[config.mk]
export PLATFORM = sky130hd
export DESIGN_NAME = eq_boost_adapt
export DESIGN_NICKNAME = d
export VERILOG_FILES = /design/src/rtl/eqa_pkg.sv /design/src/rtl/eqa_symbol_timer.sv /design/src/rtl/eqa_pattern_acc.sv /design/src/rtl/eqa_step_ctrl.sv /design/src/rtl/eq_boost_adapt.sv
export SDC_FILE = /design/constraint.sdc
export NUM_CORES = 1
export LEC_CHECK = 0
export BUFFER_PORTS_ARGS = -buffer_cell sky130_fd_sc_hd__buf_2
export CAP_MARGIN = 20
export CORE_UTILIZATION = 23
export CTS_CLUSTER_DIAMETER = 100
export DETAILED_ROUTE_END_ITERATION = 6
export MAX_ROUTING_LAYER = met4
export RECOVER_POWER = 100
export SYNTH_ARGS = -nofsm -noshare
export SYNTH_HDL_FRONTEND = slang
export SYNTH_SLANG_ARGS = --single-unit
[constraint.sdc]
create_clock -name clk -period 14.3 [get_ports clk]
set_clock_uncertainty 0.2 [all_clocks]
set_input_delay 2.86 -clock clk [delete_from_list [all_inputs] [get_ports clk]]
set_output_delay 2.86 -clock clk [all_outputs]
set_load 0.03 [all_outputs]
[src/rtl/eqa_pkg.sv]
package eqa_pkg;

    // One entry of the applied-step record
    typedef enum logic [1:0] {
        STEP_NONE = 2'b00,
        STEP_UP   = 2'b01,
        STEP_DN   = 2'b11
    } step_e;

    // Controller states
    typedef enum logic [1:0] {
        S_ACQ  = 2'b00,
        S_EVAL = 2'b01,
        S_LOCK = 2'b10
    } ctrl_state_e;

    // Mode value that enables adaptation
    localparam logic [1:0] MODE_ADAPT = 2'd2;

endpackage

[src/rtl/eqa_symbol_timer.sv]
module eqa_symbol_timer #(
    parameter int SPS         = 8,
    parameter int UPDATE_SYMS = 1000
) (
    input  logic clk,
    input  logic clr,
    input  logic en,
    input  logic smp_valid,
    output logic sym_tick,
    output logic upd_tick
);
    localparam int SCW = (SPS > 1) ? $clog2(SPS) : 1;
    localparam int UCW = (UPDATE_SYMS > 1) ? $clog2(UPDATE_SYMS) : 1;
    localparam logic [SCW-1:0] SAMP_LAST = SCW'(SPS - 1);
    localparam logic [UCW-1:0] SYM_LAST  = UCW'(UPDATE_SYMS - 1);

    logic [SCW-1:0] samp_q;
    logic [UCW-1:0] sym_q;
    logic           samp_go;

    assign samp_go  = en && smp_valid;
    assign sym_tick = samp_go && (samp_q == SAMP_LAST);
    assign upd_tick = sym_tick && (sym_q == SYM_LAST);

    // Samples within the current symbol
    always_ff @(posedge clk) begin
        if (clr) begin
            samp_q <= '0;
        end else if (samp_go) begin
            if (samp_q == SAMP_LAST) begin
                samp_q <= '0;
            end else begin
                samp_q <= samp_q + SCW'(1);
            end
        end
    end

    // Symbols within the current update interval
    always_ff @(posedge clk) begin
        if (clr) begin
            sym_q <= '0;
        end else if (sym_tick) begin
            if (upd_tick) begin
                sym_q <= '0;
            end else begin
                sym_q <= sym_q + UCW'(1);
            end
        end
    end

endmodule

[src/rtl/eqa_pattern_acc.sv]
module eqa_pattern_acc #(
    parameter int VW   = 12,
    parameter int CNTW = 10,
    parameter int SUMW = 22
) (
    input  logic                 clk,
    input  logic                 clr,
    input  logic                 sym_tick,
    input  logic                 slc_bit,
    input  logic signed [VW-1:0] slc_volt,
    input  logic                 acc_clr,
    output logic [CNTW-1:0]      lo_cnt,
    output logic [CNTW-1:0]      hi_cnt,
    output logic [SUMW-1:0]      lo_sum,
    output logic [SUMW-1:0]      hi_sum
);
    localparam int NCLS = 2;   // class 0 = steady, class 1 = alternating

    logic [1:0]           bit_h;     // [1] older, [0] middle
    logic signed [VW-1:0] vmid_q;    // voltage of the middle symbol
    logic [1:0]           fill_q;    // symbols seen, saturating at 2
    logic                 full;
    logic [VW-1:0]        mag;
    logic [NCLS-1:0]      hit;
    logic [CNTW-1:0]      cnt_q [NCLS];
    logic [SUMW-1:0]      sum_q [NCLS];

    assign full = (fill_q == 2'd2);
    assign mag  = vmid_q[VW-1] ? VW'(-vmid_q) : VW'(vmid_q);

    assign hit[0] = full && (bit_h[1] == bit_h[0]) && (bit_h[0] == slc_bit);
    assign hit[1] = full && (bit_h[1] == slc_bit) && (bit_h[0] != slc_bit);

    // Decision and voltage history
    always_ff @(posedge clk) begin
        if (clr) begin
            bit_h  <= '0;
            vmid_q <= '0;
            fill_q <= '0;
        end else if (sym_tick) begin
            bit_h  <= {bit_h[0], slc_bit};
            vmid_q <= slc_volt;
            if (!full) begin
                fill_q <= fill_q + 2'd1;
            end
        end
    end

    // One counter and one magnitude sum per class
    for (genvar g = 0; g < NCLS; g++) begin : g_cls
        logic take;
        assign take = sym_tick && hit[g];

        always_ff @(posedge clk) begin
            if (clr) begin
                cnt_q[g] <= '0;
                sum_q[g] <= '0;
            end else if (acc_clr) begin
                cnt_q[g] <= take ? CNTW'(1) : '0;
                sum_q[g] <= take ? SUMW'(mag) : '0;
            end else if (take) begin
                cnt_q[g] <= cnt_q[g] + CNTW'(1);
                sum_q[g] <= sum_q[g] + SUMW'(mag);
            end
        end
    end

    assign lo_cnt = cnt_q[0];
    assign hi_cnt = cnt_q[1];
    assign lo_sum = sum_q[0];
    assign hi_sum = sum_q[1];

endmodule

[src/rtl/eqa_step_ctrl.sv]
module eqa_step_ctrl
    import eqa_pkg::*;
#(
    parameter int SETW = 4,
    parameter int CNTW = 10,
    parameter int SUMW = 22
) (
    input  logic            clk,
    input  logic            rst,
    input  logic            start,
    input  logic [1:0]      mode,
    input  logic [SETW-1:0] init_set,
    input  logic            upd_tick,
    input  logic [CNTW-1:0] lo_cnt,
    input  logic [CNTW-1:0] hi_cnt,
    input  logic [SUMW-1:0] lo_sum,
    input  logic [SUMW-1:0] hi_sum,
    output logic [SETW-1:0] boost_set,
    output logic            adapt_en,
    output logic            eval_stb,
    output logic            locked
);
    localparam int PW    = SUMW + CNTW;
    localparam int HDEPTH = 4;
    localparam logic [SETW-1:0] SET_MAX = {SETW{1'b1}};

    ctrl_state_e     state_q, state_d;
    step_e           hist_q [HDEPTH];   // index 0 = oldest
    logic [SETW-1:0] set_q;

    logic [PW-1:0] lhs, rhs;
    logic          both_seen, want_up, room_up, room_dn;
    logic          refuse_up, refuse_dn;
    logic          do_inc, do_dec, trip;

    // Average comparison without division
    assign lhs       = PW'(lo_sum) * PW'(hi_cnt);
    assign rhs       = PW'(hi_sum) * PW'(lo_cnt);
    assign both_seen = (lo_cnt != '0) && (hi_cnt != '0);
    assign want_up   = lhs > rhs;
    assign room_up   = set_q != SET_MAX;
    assign room_dn   = set_q != '0;

    assign refuse_up = (hist_q[0] == STEP_UP) && (hist_q[1] == STEP_DN) &&
                       (hist_q[2] == STEP_UP) && (hist_q[3] == STEP_DN);
    assign refuse_dn = (hist_q[0] == STEP_DN) && (hist_q[1] == STEP_UP) &&
                       (hist_q[2] == STEP_DN) && (hist_q[3] == STEP_UP);

    assign eval_stb = (state_q == S_EVAL);
    assign do_inc   = eval_stb && both_seen &&  want_up && room_up && !refuse_up;
    assign do_dec   = eval_stb && both_seen && !want_up && room_dn && !refuse_dn;
    assign trip     = eval_stb && both_seen &&
                      (( want_up && room_up && refuse_up) ||
                       (!want_up && room_dn && refuse_dn));

    // Next state
    always_comb begin
        state_d = state_q;
        unique case (state_q)
            S_ACQ:   state_d = upd_tick ? S_EVAL : S_ACQ;
            S_EVAL:  state_d = trip ? S_LOCK : S_ACQ;
            S_LOCK:  state_d = S_LOCK;
            default: state_d = S_ACQ;
        endcase
    end

    // State register
    always_ff @(posedge clk) begin
        if (rst || start) begin
            state_q <= S_ACQ;
        end else begin
            state_q <= state_d;
        end
    end

    // Outputs: setting and step record
    always_ff @(posedge clk) begin
        if (rst || start) begin
            set_q <= init_set;
            for (int i = 0; i < HDEPTH; i++) begin
                hist_q[i] <= STEP_NONE;
            end
        end else if (do_inc || do_dec) begin
            set_q <= do_inc ? set_q + SETW'(1) : set_q - SETW'(1);
            for (int i = 0; i < HDEPTH - 1; i++) begin
                hist_q[i] <= hist_q[i+1];
            end
            hist_q[HDEPTH-1] <= do_inc ? STEP_UP : STEP_DN;
        end
    end

    assign boost_set = set_q;
    assign locked    = (state_q == S_LOCK);
    assign adapt_en  = (mode == MODE_ADAPT) && !locked;

endmodule

[src/rtl/eq_boost_adapt.sv]
module eq_boost_adapt #(
    parameter int SPS         = 8,
    parameter int UPDATE_SYMS = 1000,
    parameter int VW          = 12,
    parameter int SETW        = 4
) (
    input  logic                 clk,
    input  logic                 rst,
    input  logic                 start,
    input  logic [1:0]           mode,
    input  logic [SETW-1:0]      init_set,
    input  logic                 smp_valid,
    input  logic                 slc_bit,
    input  logic signed [VW-1:0] slc_volt,
    output logic [SETW-1:0]      boost_set
);
    localparam int CNTW = $clog2(UPDATE_SYMS + 1);
    localparam int SUMW = VW + CNTW;

    logic            clr_all;
    logic            adapt_en, sym_tick, upd_tick, eval_stb, locked;
    logic [CNTW-1:0] lo_cnt, hi_cnt;
    logic [SUMW-1:0] lo_sum, hi_sum;

    assign clr_all = rst || start;

    eqa_symbol_timer #(
        .SPS         (SPS),
        .UPDATE_SYMS (UPDATE_SYMS)
    ) u_timer (
        .clk       (clk),
        .clr       (clr_all),
        .en        (adapt_en),
        .smp_valid (smp_valid),
        .sym_tick  (sym_tick),
        .upd_tick  (upd_tick)
    );

    eqa_pattern_acc #(
        .VW   (VW),
        .CNTW (CNTW),
        .SUMW (SUMW)
    ) u_acc (
        .clk      (clk),
        .clr      (clr_all),
        .sym_tick (sym_tick),
        .slc_bit  (slc_bit),
        .slc_volt (slc_volt),
        .acc_clr  (eval_stb),
        .lo_cnt   (lo_cnt),
        .hi_cnt   (hi_cnt),
        .lo_sum   (lo_sum),
        .hi_sum   (hi_sum)
    );

    eqa_step_ctrl #(
        .SETW (SETW),
        .CNTW (CNTW),
        .SUMW (SUMW)
    ) u_ctrl (
        .clk       (clk),
        .rst       (rst),
        .start     (start),
        .mode      (mode),
        .init_set  (init_set),
        .upd_tick  (upd_tick),
        .lo_cnt    (lo_cnt),
        .hi_cnt    (hi_cnt),
        .lo_sum    (lo_sum),
        .hi_sum    (hi_sum),
        .boost_set (boost_set),
        .adapt_en  (adapt_en),
        .eval_stb  (eval_stb),
        .locked    (locked)
    );

endmodule

# Yosys cells after proc, flatten, opt, wreduce, memory -nomap -nowiden
# Memories as Yosys holds them, arrays and structs flattened.
# Cells that the tools add are included.
# classes
div	0
n_lt_le_gt_ge	1
mux	42
n_shift	0
reduce_logical	42
n_bitwise	13
multipliers	2
n_addsub	10
eq_ne	19
# ops
operator	n
22-bit two-way mux	4
22-bit by 10-bit multiplier with 32-bit output	2
10-bit two-way mux	5
22-bit by 12-bit adder with 22-bit output	2
12-bit two-way mux	3
32-bit > comparator	1
10-bit by 1-bit adder with 10-bit output (second input constant)	3
1-bit logical AND	29
10-bit nonzero test	2
1-bit two-way mux	19
2-bit equality test (second input constant)	7
2-bit two-way mux	6
4-bit two-way mux	3
12-bit negator	1
1-bit bitwise OR	12
10-bit equality test (second input constant)	1
2-bit by 1-bit equality test with 1-bit output (second input constant)	5
2-bit case mux with 3 select lines	1
4-bit by 1-bit adder with 4-bit output (second input constant)	1
1-bit logical NOT	4
4-bit != test (second input constant)	1
4-bit nonzero test	1
4-bit by 1-bit subtractor with 4-bit output (second input constant)	1
3-bit by 1-bit adder with 3-bit output (second input constant)	1
10 further kinds	14
# word_totals
out_inout_bits	4
ram_bits	72
mem_bits_ro	0
wordCells	139
reg_bits	35
latch_bits	0
inputBits	23
mem_count	3
# mem_list
name	words	width	read_ports	rd_ports_with_merged_regs	wr	line_no	source
u_acc.sum_q	2	22	2	0	2	eqa_pattern_acc.sv:26	logic [SUMW-1:0] sum_q [NCLS];
u_acc.cnt_q	2	10	2	0	2	eqa_pattern_acc.sv:25	logic [CNTW-1:0] cnt_q [NCLS];
u_ctrl.hist_q	4	2	4	0	4	eqa_step_ctrl.sv:28	step_e hist_q [HDEPTH];

# Longest topological paths before layout
# An unclocked memory read counts as a cell.
# depth
depth_word	12
ltp_mapped	37
mapped_depth_nobuf	35

# Hierarchy
# A second synthesis with hierarchy kept.
# unflattened
hier_cells	2372
hier_area_um2	21026.4
# by_module_without_submodules
mod	seq_area_each_um2	cells_each	instances	area_each_um2
eqa_step_ctrl	400.4	1798	1	15411.0
eqa_pattern_acc	2242.2	501	1	4982.3
eqa_symbol_timer	260.2	72	1	626.9
eq_boost_adapt	0.0	1	1	6.3

# Least setup slack after synthesis
# OpenSTA, ideal clock, no wires.
# synth_timing
kind	reg2reg
start	mem u_acc.cnt_q[0][2]
end	reg u_ctrl.set_q[3] (netlist: u_ctrl.boost_set[3]) (data pin)
required_ns	13.834
setup_ns	0.266
n_path_buf	2
stages_incl_launch_ff	34
synth_period_minus_slack_ns	8.406
path_slack_ns	5.894
arrival_ns	7.940
cell_sequence	edfxtp_1 > clkbuf_1 > clkbuf_1 > nand2_1 > fa_1 > inv_1 > fa_1 > fa_1 > fa_1 > inv_1 > fa_1 > inv_1 > ha_1 > and2_1 > a221o_1 > a221o_1 > a31oi_2 > and3_1 > o211ai_1 > a2111oi_0 > a311oi_1 > ha_1 > nand4_1 > nor3_1 > nand4_1 > a311o_1 > o22ai_1 > nand2_1 > ha_1 > a21o_1 > a21oi_1 > xnor2_1 > xnor2_1 > o21ai_1
# synth_lines
item	line_no	source
start: declaration	eqa_pattern_acc.sv:25	
end signal: assignment	eqa_step_ctrl.sv:79	set_q <= init_set;
end signal: assignment	eqa_step_ctrl.sv:84	set_q <= do_inc ? set_q + SETW'(1) : set_q - SETW'(1);
end: declaration	eqa_step_ctrl.sv:29	logic [SETW-1:0] set_q;

==> results.sh <==
export IMPL_h_tree_depth=3
export IMPL_fmax_mhz=97.6
export IMPL_num_antenna_cells=0
export IMPL_ys_ff_latch=107
export IMPL_syn_avg_cell_area_sq_um=8.82
export IMPL_hpwl_mm=37.5
export IMPL_clock_power_share_pct=19.2
export IMPL_cp_num_cells=34
export IMPL_postSynthCellCount=2337
export IMPL_antenna_left=0
export IMPL_max_stage_delay_ns=1.03
export IMPL_postCtsResizedCells=0
export IMPL_pre_cts_slack_ns=4.54
export IMPL_grt_pass1_wl_mm=80.8
export IMPL_cp_top_family="adder cells"
export IMPL_hold_buffers=0
export IMPL_grt_overflow_total=0
export IMPL_grt_usage_pct=11.3
export IMPL_cts_sinks=107
export IMPL_synth_edf_count=76
export IMPL_finalHoldViolations=0
export IMPL_nets=2815
export IMPL_arrival_ns=10.09
export IMPL_timing_setup_tns_ns=0
export IMPL_avgRoutedWirePerCell_um=14.0
export IMPL_cts_buffers=9
export IMPL_vias=15300
export IMPL_ir_worst_vdd_mv=0.0501
export IMPL_synth_common_cells="378 x inv_1, 319 x fa_1, 316 x nand2_1, 228 x and2_1, 201 x ha_1"
export IMPL_core_area_sq_mm=0.0885
export IMPL_io_pins=27
export IMPL_cts_root_buf="clkbuf_16"
export IMPL_combPwrFrac_pct=51.4
export IMPL_ys_warnings_count=0
export IMPL_hp_class="flop to flop"
export IMPL_path_max_fanout=28
export IMPL_syn2layout_area_growth_pct=7.22
export IMPL_worstMarginPinSlew_ns=2.13
export IMPL_cts_setup_buffers=0
export IMPL_insertion_delay_ns=0.36
export IMPL_cts_tree="done"
export IMPL_cp_start_kind="flop"
export IMPL_async_flop_share_pct=0
export IMPL_dieArea_sq_mm=0.0908
export IMPL_synth_top_area_share_pct=31.0
export IMPL_fin_crit_sh_pct=71.7
export IMPL_ys_seq_area_share_pct=14.1
export IMPL_gp_congestion=0.878
export IMPL_synthFlopType="edfxtp_1"
export IMPL_n_fill_cell=9561
export IMPL_drv_slew=162
export IMPL_drive_gt1_share_pct=2.55
export IMPL_p_int_w=0.000762
export IMPL_p_per_area_mw_per_mm2=60.6
export IMPL_hold_depth=1
export IMPL_synthesis_nets=2880
export IMPL_switching_power_w=0.000577
export IMPL_leakage_nw=10.5
export IMPL_post_route_util_pct=25.0
export IMPL_synth_area_leaders="fa_1 31%, ha_1 12%, edfxtp_1 11%"
export IMPL_synth_area_sq_mm=0.0206
export IMPL_drtIter0Drc=799
export IMPL_rsz0062_at_grt="no"
export IMPL_grt_pass1_vias=15500
export IMPL_slew_headroom_pct=-41.9
export IMPL_setup_ws_ns=4.05
export IMPL_synth_cell_type_count=71
export IMPL_dieWidth_um=301
export IMPL_max_cap_violations=5
export IMPL_io_buffers=26
export IMPL_grt_max_degree=35
export IMPL_cp_num_buf_inv=5
export IMPL_setup_violations=0
export IMPL_path_class="flop to flop"
export IMPL_routed_wl_mm=48.3
export IMPL_p_sw_share_pct=43.1
export IMPL_post_route_min_period_ns=10.25
export IMPL_status="finished, violations left"
export IMPL_crit_path_end_kind="flop"
export IMPL_holdWs_ns=0.268
export IMPL_p_seq_share_pct=29.4
export IMPL_dr_pass1_iters=5
export IMPL_ff2ff_path_depth=34
export IMPL_die_y_um=301
export IMPL_yosysTopAreaCell="fa_1"
export IMPL_path_clk_slew_ns=0.08
export IMPL_timing_reg2reg_setup_slack_ns=4.05
export IMPL_drcViolationCount=0
export IMPL_violations="capacitance limit, slew limit"
export IMPL_antenna_found_initial=0
export IMPL_start_util_pct=23.3
export IMPL_cp_required_ns=14.15
export IMPL_rows=109
export IMPL_crit_slowest_cell="edfxtp_1"
export IMPL_viasPerCell=4.43
export IMPL_yosysMostFrequentCell="inv_1"
export IMPL_cts_buffer_depth=2
state kept, by name, summed over array words and instances (netlist names):
register / flops
u_timer.samp_q: 3
u_timer.sym_q: 10
u_acc.bit_h: 2
u_ctrl.state_q: 2
u_ctrl.boost_set: 4
u_acc.fill_q: 2
u_acc.sum_q: 44
u_acc.vmid_q: 12
u_ctrl.hist_q: 8
u_acc.cnt_q: 20
worst register-to-register path: cells and delay by family (launching register included):
family | cells | cell delay [ns]
simple gates | 6 | 1.38
flops | 1 | 1.03
compound gates | 12 | 3.30
fa+ha+maj | 8 | 3.37
xor+xnor | 3 | 0.39
buf+inv | 5 | 0.25
power by group through the flow:
| stage | logic (W) | registers (W) | clock network, W |
|---|---|---|---|
| after floorplan | 0.000551 | 0.000360 | 0 |
| after global placement | 0.000688 | 0.000399 | 0 |
| after detailed placement | 0.000696 | 0.000400 | 0 |
| after CTS | 0.000701 | 0.000393 | 0.000263 |
| after global routing | 0.000793 | 0.000398 | 0.000275 |
| final | 0.000688 | 0.000394 | 0.000258 |
per-layer routing:
metal / GRT usage (%) / vias up / part of all wire [%]
met5: - / - / 0
met3: 0.742 / 33 / 3.5
met2: 19.0 / 266 / 49
li1: - / 7297 / -
met4: 1.81 / 0 / 1.2
met1: 15.0 / 7663 / 47
metrics by stage:
step           total power, W  area [sq um]  cells
2_1_floorplan        0.000911         20600   2337
3_3_place_gp          0.00109         21800   3426
3_5_place_dp          0.00110         21800   3426
4_1_cts               0.00136         22100   3442
5_1_grt               0.00147         22100   3442
6_report              0.00134         22100   3442
placed cells by master (no fill, tap or decap), types with 3 or more instances in the layout:
master,n
nand2b_1,12
nor2_1,102
dfxtp_1,31
edfxtp_1,76
xnor2_1,60
buf_4,7
o31ai_1,7
and3_1,18
mux2i_1,4
o21bai_1,15
fa_1,319
a211oi_1,9
a311oi_1,3
or2_2,4
or3_1,16
buf_2,22
inv_6,3
nand2_1,316
a21o_1,34
and2_1,221
o22ai_1,22
o21ai_0,37
a2111oi_0,3
o21ai_1,7
and2_0,7
clkbuf_16,9
nor3_1,24
nand4_1,18
ha_1,201
o211ai_1,9
a221o_1,3
o21a_1,12
nor2b_1,10
nor4_1,7
nand3_1,38
a31oi_1,8
xor2_1,57
clkbuf_1,8
inv_1,378
a21oi_1,90
logic make-up after synthesis:
logic type / count (synthesis) / share of synthesized area, %
and+or+nand+nor: 809 / 19.3
adders and majority gates: 520 / 43.2
buffers and inverters: 491 / 8.96
AOI/OAI and AO/OA: 289 / 9.32
xor gates and xnor gates: 117 / 4.97
DFF: 107 / 14.1
muxes: 4 / 0.194
worst paths after layout:
| check | startpoint | end |
|---|---|---|
| setup / recovery | u_acc.cnt_q[1][2]$_SDFFCE_PN0P_ | u_ctrl.boost_set[3]$_DFFE_PP_ |
| hold / removal | u_ctrl.state_q[0]$_SDFF_PN0_ | u_ctrl.state_q[0]$_SDFF_PN0_ |
| setup reg to reg | u_acc.cnt_q[1][2]$_SDFFCE_PN0P_ | u_ctrl.boost_set[3]$_DFFE_PP_ |
| hold reg to reg | u_ctrl.state_q[0]$_SDFF_PN0_ | u_ctrl.state_q[0]$_SDFF_PN0_ |
final cells by class:
type / count / area (sq um) / share of cell area [%]
clock inverter: 6 / 65.1 / 0.294
tap: 1165 / 1460 / 6.60
multi-input combinational: 1739 / 15800 / 71.6
sequential: 107 / 2900 / 13.1
clock buffer: 10 / 230 / 1.04
inverter: 378 / 1420 / 6.42
timing repair buffer: 37 / 193 / 0.872
Power figures use the tool's default switching activity.
